[src/rtl/adc_tick_pkg.sv]
package adc_tick_pkg;

    localparam int FIELD_W    = 8;
    localparam int REG_W      = 32;
    localparam int NUM_STAGES = 3;
    localparam int USED_W     = FIELD_W * NUM_STAGES;

    typedef enum logic [1:0] {
        CTL_IDLE = 2'd0,
        CTL_LOAD = 2'd1,
        CTL_RUN  = 2'd2
    } ctl_state_e;

endpackage

[src/rtl/adc_tick_ctl.sv]
module adc_tick_ctl
    import adc_tick_pkg::*;
(
    input  logic             clk,
    input  logic             rst_n,
    input  logic             cfg_we,
    input  logic [REG_W-1:0] cfg_wdata,
    output logic [REG_W-1:0] cfg_word,
    output logic             run,
    output logic             clr
);

    ctl_state_e              state_q;
    ctl_state_e              state_d;
    logic [USED_W-1:0]       word_q;

    // divisor word: only the packed fields are kept
    always_ff @(posedge clk or negedge rst_n) begin
        if (!rst_n) begin
            word_q <= '0;
        end else if (cfg_we) begin
            word_q <= cfg_wdata[USED_W-1:0];
        end
    end

    // state register
    always_ff @(posedge clk or negedge rst_n) begin
        if (!rst_n) begin
            state_q <= CTL_IDLE;
        end else begin
            state_q <= state_d;
        end
    end

    // transitions
    always_comb begin
        state_d = state_q;
        unique case (state_q)
            CTL_IDLE: if (cfg_we) state_d = CTL_LOAD;
            CTL_LOAD: state_d = cfg_we ? CTL_LOAD : CTL_RUN;
            CTL_RUN:  if (cfg_we) state_d = CTL_LOAD;
            default:  state_d = CTL_IDLE;
        endcase
    end

    // outputs
    always_comb begin
        run      = (state_q == CTL_RUN);
        clr      = cfg_we;
        cfg_word = {{(REG_W-USED_W){1'b0}}, word_q};
    end

endmodule

[src/rtl/adc_tick_stage.sv]
module adc_tick_stage #(
    parameter int W = 8
) (
    input  logic         clk,
    input  logic         rst_n,
    input  logic         clr,
    input  logic         en_in,
    input  logic [W-1:0] ratio_m1,
    output logic         pulse_out
);

    logic [W-1:0] cnt_q;
    logic         at_end;

    assign at_end    = (cnt_q == ratio_m1);
    assign pulse_out = en_in && at_end;

    always_ff @(posedge clk or negedge rst_n) begin
        if (!rst_n) begin
            cnt_q <= '0;
        end else if (clr) begin
            cnt_q <= '0;
        end else if (en_in) begin
            cnt_q <= at_end ? '0 : cnt_q + 1'b1;
        end
    end

endmodule

[src/rtl/adc_tick_gen.sv]
module adc_tick_gen
    import adc_tick_pkg::*;
(
    input  logic             clk,
    input  logic             rst_n,
    input  logic             cfg_we,
    input  logic [REG_W-1:0] cfg_wdata,
    output logic [REG_W-1:0] cfg_rdata,
    output logic             conv_en,
    output logic             tick_10us,
    output logic             tick_ms
);

    logic [REG_W-1:0]    word;
    logic                run;
    logic                clr;
    logic [NUM_STAGES:0] chain;

    adc_tick_ctl u_ctl (
        .clk       (clk),
        .rst_n     (rst_n),
        .cfg_we    (cfg_we),
        .cfg_wdata (cfg_wdata),
        .cfg_word  (word),
        .run       (run),
        .clr       (clr)
    );

    assign chain[0] = run;

    for (genvar g = 0; g < NUM_STAGES; g++) begin : g_stage
        adc_tick_stage #(.W(FIELD_W)) u_stage (
            .clk       (clk),
            .rst_n     (rst_n),
            .clr       (clr),
            .en_in     (chain[g]),
            .ratio_m1  (word[g*FIELD_W +: FIELD_W]),
            .pulse_out (chain[g+1])
        );
    end

    assign cfg_rdata = word;
    assign conv_en   = chain[1];
    assign tick_10us = chain[2];
    assign tick_ms   = chain[3];

endmodule

[config.mk]
export PLATFORM = sky130hd
export DESIGN_NAME = adc_tick_gen
export DESIGN_NICKNAME = d
export VERILOG_FILES = /design/src/rtl/adc_tick_pkg.sv /design/src/rtl/adc_tick_ctl.sv /design/src/rtl/adc_tick_stage.sv /design/src/rtl/adc_tick_gen.sv
export SDC_FILE = /design/constraint.sdc
export NUM_CORES = 1
export LEC_CHECK = 0
export ABC_AREA = 1
export ABC_CLOCK_PERIOD_IN_PS = 2000
export CORE_UTILIZATION = 25
export DETAILED_ROUTE_END_ITERATION = 12
export DONT_BUFFER_PORTS = 1
export MAX_ROUTING_LAYER = met4
export SLEW_MARGIN = 20
export SYNTH_ARGS = -nofsm -noshare
export SYNTH_HDL_FRONTEND = slang
export SYNTH_SLANG_ARGS = --single-unit
[constraint.sdc]
create_clock -name clk -period 2 [get_ports clk]
set_input_delay 0.4 -clock clk [delete_from_list [all_inputs] [get_ports clk]]
set_output_delay 0.4 -clock clk [all_outputs]
set_load 0.02 [all_outputs]
==> flow_metrics.env, run 1 <==
export IMPL_row_count=39
export IMPL_syn_to_final_growth_pct=25.2
export IMPL_timing_critical_path_cells="inv_2, nand2_2, nand2_2, nand2_2, inv_2, nand2_2, nor2_4, nand3_4, nor3_2, buf_4"
export IMPL_final_period_minus_worst_setup_slack_ps=2070
export IMPL_sinks_on_clock_net=50
export IMPL_die_w_um=110
export IMPL_n_antenna_cell=0
export IMPL_power_density_cell_area_nw_per_um2=692
export IMPL_async_reset_ff_frac=1.00
export IMPL_critical_path_endpoint_type="primary output"
export IMPL_worstPathBufferInverterCount=3
export IMPL_cts_buffers_inserted=5
export IMPL_clock_insertion_delay_worst_skew_ps=290
export IMPL_synthesis_area_per_instance_sq_um=7.34
export IMPL_crit_reg2reg_launch="g_stage[1].u_stage.cnt_q[0]"
export IMPL_post_synth_inst_count=397
export IMPL_fin_area_sq_um=3650
export IMPL_synth_cell_type_count=30
export IMPL_cp_slowest_stage_delay_ps=400
export IMPL_yosysTopAreaCell="dfrtp_1"
export IMPL_ys_seq_area_frac=0.429
export IMPL_critical_path_slowest_cell="dfrtp_1"
export IMPL_die_height_um=110
export IMPL_tritoncts="built"
export IMPL_number_of_antenna_violations_at_the_first_check_in_global_routing=0
export IMPL_clockRootBuffer="clkbuf_16"
export IMPL_worst_hold_path_type="in -> reg"
export IMPL_violations="setup timing"
export IMPL_io_pins=70
export IMPL_routedWlPerCell_um=11.9
export IMPL_grt_pass1_vias=2313
export IMPL_sequential_cell_area_sq_um=1260
export IMPL_gr_usage_all_layers=0.122
export IMPL_post_synth_most_frequent_cells="nand2_1, dfrtp_1, inv_1"
export IMPL_design_die_area_sq_um=12100
export IMPL_grt_setup_unrepaired="true"
export IMPL_max_freq_ghz=0.482
export IMPL_design_core_area_sq_um=11400
export IMPL_depth_of_the_cts_h_tree=2
export IMPL_synth_top_cells_by_area="dfrtp_1, nand2_1, nand3_1, inv_1, xor2_1"
export IMPL_outcome="finished with violations"
export IMPL_final_layout_size_suffix_gt1_frac=0.257
export IMPL_timing_max_transition_violations_final=0
export IMPL_finClkSkew_ps=6.80
export IMPL_multiInputGateArea_sq_um=1450
export IMPL_wl_um=7030
export IMPL_area_post_placement_sq_um=3170
export IMPL_critPathRequiredTime_ps=1600
export IMPL_hold_path_startpoint="cfg_we"
export IMPL_worstSetupPathType="reg -> out"
export IMPL_clkSlewWorstSetupHoldPaths_ps=70
export IMPL_hpwl_um=4690
export IMPL_drcViolationCount=0
export IMPL_max_vdd_ir_drop_v=0.000300
export IMPL_final_critical_path_setup_slack_ps=-72.8
export IMPL_grt_start_max_net_pins=51
export IMPL_vias_after_detailed_routing=2556
export IMPL_report_final_hold_viol_count=0
export IMPL_synth_edf_count=0
export IMPL_total_power_mw=2.52
export IMPL_fillers=1192
export IMPL_floorplan_initialDensity=0.256
export IMPL_crit_path_frequent_cell="nand2_2"
export IMPL_cellLeakagePower_nw=1.84
export IMPL_finalSetupViolCount=1
export IMPL_number_of_nets_in_the_layout=484
export IMPL_synth_flop_cell="dfrtp_1"
export IMPL_timing_final_crit_share=1.04
export IMPL_worst_ep_arrival_time_ps=1670
export IMPL_worstSetupStartpointType="flop"
export IMPL_synth_seq_cells=50
export IMPL_cts_buffer_depth=2
export IMPL_number_of_drc_markers_after_the_initial_detailed_route_iteration=141
export IMPL_cpLargestDelayFamily="simple AND/OR/NAND/NOR gates"
export IMPL_timing_max_cap_violations=0
export IMPL_ys_warn_count=0
export IMPL_grt_first_pass_wirelength_um=11000
export IMPL_synth_cell_area_sq_um=2910
export IMPL_globalRouteOverflowTotal=0
export IMPL_io_buffers=0
export IMPL_origin_of_the_worst_setup_path="u_ctl.word_q[4]"
export IMPL_place_congestion=0.782
export IMPL_worstPathMaxFanout=3
export IMPL_top_area_cell_type_share_of_the_netlist_area=0.429
export IMPL_yosysMostFrequentCell="nand2_1"
export IMPL_vias_per_cell=4.33
export IMPL_drt_pass1_iterations=4
export IMPL_drt_antenna_violating_nets=0
==> sequential cells by signal (all words and copies together), names as in the netlist <==
name                   cells
g_stage.u_stage.cnt_q     24
u_ctl.state_q              2
u_ctl.word_q              24
==> cell type report <==
class | instances | area share
multi-input cells | 285 | 0.396
well taps | 143 | 0.0491
inverters | 54 | 0.0556
repair buffers | 50 | 0.109
clock inverters | 2 | 0.0103
flip-flops and latches | 50 | 0.344
clock buffers | 6 | 0.0353
==> cells in the final DEF, fill, tap and decap left out, drive strengths merged <==
master,synthesis,layout
nand2,145,145
nand3,32,32
xnor2,2,2
nor3,7,7
nand4,3,3
o22ai,3,3
dfrtp,50,50
clkbuf,2,6
o21ai,25,25
bufinv,0,1
buf,13,49
nor2,39,39
dlygate4sd3,0,1
a21oi,3,3
clkinvlp,0,1
conb,1,8
xor2,14,14
inv,54,54
ha,3,3
nand3b,1,1
==> per-stage QoR <==
stage / setup WS [ps] / instances / util / TNS, ps / hold slack, ps
global route: -187 / 590 / 0.321 / -297 / 198
CTS: -31.1 / 575 / 0.307 / -41.3 / 201
finish: -72.8 / 590 / 0.321 / -72.8 / 215
floorplan: 144 / 404 / - / 0 / 104
global placement: 140 / 551 / 0.279 / 0 / 106
detailed placement: 120 / 551 / 0.279 / 0 / 106
==> logic make-up (layout without fill, tap and decap cells) <==
kind of cell	count (synthesis)	count (layout)	synth area share
and+or+nand+nor	227	227	0.353
xor gates and xnor gates	16	16	0.0481
other	1	8	0.00129
AOI/OAI and AO/OA	31	31	0.0545
adders and majority gates	3	3	0.0129
buffers and inverters	69	112	0.100
DFF	50	50	0.429
==> routing by layer <==
| layer | track usage | up-vias | wire length, um |
|---|---|---|---|
| met5 | - | - | 0 |
| met4 | 0.0457 | 0 | 90 |
| li1 | - | 1309 | - |
| met1 | 0.153 | 1186 | 3180 |
| met3 | 0.0261 | 10 | 277 |
| met2 | 0.192 | 51 | 3480 |
==> power by group <==
| group | switching, mW | internal, mW |
|---|---|---|
| Combinational | 0.251 | 0.158 |
| Clock | 0.397 | 0.592 |
| Sequential | 0.0648 | 1.06 |
| Total | 0.713 | 1.81 |
==> worst paths after layout <==
kind                                                to  slack (ps)  cells past startpoint
max in group asynchronous  g_stage[1].u_stage.cnt_q[6]        1130                      2
min in group asynchronous  g_stage[0].u_stage.cnt_q[0]         620                      2
hold reg to reg            g_stage[2].u_stage.cnt_q[7]         550                      2
hold / removal                         u_ctl.word_q[2]         210                      1
setup reg to reg           g_stage[2].u_stage.cnt_q[6]         440                      8
setup / recovery                               tick_ms         -70                     10
==> timing repair <==
action                                  4_1_cts  5_1_grt
resized for setup                             6       19
hold endpoints to repair                     50        0
endpoints found under the setup margin        2        3
buffers inserted                             14       15
gates cloned                                  0        0
hold buffers                                  2        0
pin swaps                                     3       11
(Power assumes the default switching activity.)
==> run 2, diff against run 1 <==
ABC_CLOCK_PERIOD_IN_PS = 2300   (was 2000)
GPL_TIMING_DRIVEN = 0   (was default)
SKIP_LAST_GASP = 1   (was default)
clock period = 2.3 ns   (was 2 ns; I/O delays follow)
==> flow_metrics.env, run 2 (same netlist as run 1, synthesis figures left out) <==
export IMPL_critPathRequiredTime_ps=1840
export IMPL_place_congestion=0.812
export IMPL_biggestRegsByFlops="g_stage.u_stage.cnt_q x24, u_ctl.word_q x24, u_ctl.state_q x2"
export IMPL_design_die_area_sq_um=12100
export IMPL_worst_ep_arrival_time_ps=1680
export IMPL_grt_pass1_vias=2320
export IMPL_critical_path_endpoint_type="primary output"
export IMPL_worst_hold_path_type="in -> async"
export IMPL_placed_cells_incl_taps=547
export IMPL_number_of_drc_markers_after_the_initial_detailed_route_iteration=133
export IMPL_outcome="finished clean"
export IMPL_depth_of_the_cts_h_tree=2
export IMPL_grt_start_max_net_pins=51
export IMPL_syn_to_final_growth_pct=15.3
export IMPL_tritoncts="built"
export IMPL_vias_after_detailed_routing=2473
export IMPL_globalRouteOverflowTotal=0
export IMPL_ff2ff_setup_slack_ps=650
export IMPL_die_height_um=110
export IMPL_vias_per_cell=4.42
export IMPL_timing_rr_end="g_stage[2].u_stage.cnt_q[5]"
export IMPL_timing_final_crit_share=0.931
export IMPL_final_core_utilization=0.296
export IMPL_setup_tns_final_ps=0
export IMPL_number_of_nets_in_the_layout=453
export IMPL_design_core_area_sq_um=11400
export IMPL_origin_of_the_worst_setup_path="u_ctl.word_q[8]"
export IMPL_routedWlPerCell_um=12.6
export IMPL_slew_headroom=0.628
export IMPL_clock_insertion_delay_worst_skew_ps=290
export IMPL_max_freq_ghz=0.467
export IMPL_floorplan_initialDensity=0.256
export IMPL_drt_antenna_violating_nets=0
export IMPL_report_final_hold_viol_count=0
export IMPL_timing_max_transition_violations_final=0
export IMPL_max_vdd_ir_drop_v=0.000308
export IMPL_commonest_cells_after_routing_fill_and_taps_aside="nand2_1, inv_1, dfrtp_1, nand3_1, nor2_1"
export IMPL_cts_buffers_inserted=5
export IMPL_number_of_antenna_violations_at_the_first_check_in_global_routing=0
export IMPL_die_w_um=110
export IMPL_cellLeakagePower_nw=1.67
export IMPL_clockRootBuffer="clkbuf_16"
export IMPL_drt_pass1_iterations=4
export IMPL_final_period_minus_worst_setup_slack_ps=2140
export IMPL_fin_cells=559
export IMPL_finClkSkew_ps=4.72
export IMPL_power_density_cell_area_nw_per_um2=605
export IMPL_n_antenna_cell=0
export IMPL_hpwl_um=5190
export IMPL_clkSlewWorstSetupHoldPaths_ps=70
export IMPL_worstSetupStartpointType="flop"
export IMPL_worstPathMaxFanout=4
export IMPL_mostFrequentLayoutCell="nand2_1"
export IMPL_io_pins=70
export IMPL_timing_worst_slew_pin_value_ps=558
export IMPL_timing_max_cap_violations=0
export IMPL_reg2regPathDepth=9
export IMPL_worstSetupPathType="reg -> out"
export IMPL_gr_usage_all_layers=0.130
export IMPL_fillers=1222
export IMPL_drcViolationCount=0
export IMPL_crit_reg2reg_launch="u_ctl.word_q[1]"
export IMPL_wl_um=7050
export IMPL_grt_setup_unrepaired="false"
export IMPL_sinks_on_clock_net=50
export IMPL_setup_worst_path_end="tick_ms"
export IMPL_total_power_mw=2.03
export IMPL_finalSetupViolCount=0
export IMPL_final_layout_size_suffix_gt1_frac=0.183
export IMPL_io_buffers=0
export IMPL_cts_buffer_depth=2
export IMPL_grt_first_pass_wirelength_um=11600
export IMPL_row_count=39
## run 2: area by class of cell
class / instances / area [sq um] / share of cell area
multi-input combinational: 285 / 1420 / 0.423
sequential: 50 / 1270 / 0.378
inverter: 54 / 203 / 0.0603
tap: 143 / 179 / 0.0532
clock buffer: 7 / 143 / 0.0424
buffer: 15 / 90.1 / 0.0268
timing repair buffer: 4 / 50.0 / 0.0149
clock inverter: 1 / 5.00 / 0.00149
## run 2: critical path: stages, from the launching register on
cell and delay [ps]:
dfrtp_2 430, inv_1 70, nand2_1 60, nand2_1 90, nor2_4 150, nand2_2 100, nor2_8 140, nand3_4 100
nor3_4 230
## run 2: worst min-delay path by stage
| stage | from | endpoint | slack, ps | cells after the start |
|---|---|---|---|---|
| after floorplan | rst_n | g_stage[0].u_stage.cnt_q[0] | 160 | 0 |
| after global placement | rst_n | u_ctl.word_q[21] | 170 | 0 |
| after detailed placement | rst_n | u_ctl.word_q[21] | 170 | 0 |
| after CTS | rst_n | u_ctl.word_q[21] | 30 | 1 |
| after global routing | rst_n | u_ctl.word_q[21] | 30 | 1 |
| final | rst_n | u_ctl.word_q[21] | 10 | 1 |
## run 2: metal layers
layer  up-vias  routed length, um  track usage
met5         -                  0            -
met4         0                 71       0.0343
met3         6                345       0.0379
met2        42               3400        0.208
met1      1181               3240        0.160
li1       1244                  -            -
## run 2: power breakdown
group / total [mW] / switching [mW] / internal [mW] / leakage (nW)
Sequential: 1.02 / 0.0948 / 0.928 / 0.632
Clock: 0.755 / 0.323 / 0.432 / 0.0739
Combinational: 0.256 / 0.174 / 0.0818 / 0.962
Total: 2.03 / 0.591 / 1.44 / 1.67
## run 2: stage by stage
step	instance area [sq um]	worst slack (ps)	hold slack [ps]
after global routing	3360	5.79	32.4
final	3360	159	12.7
after global placement	3120	161	166
after detailed placement	3120	156	167
after floorplan	2940	384	164
after CTS	3330	48.0	30.2
## run 2: what timing repair did
action | CTS | global route
setup buffers | 1 | 2
setup endpoints to repair | 1 | 1
pin swaps | 2 | 3
hold buffers | 1 | 0
resized for setup | 13 | 8
endpoints found under the hold margin | 50 | 0
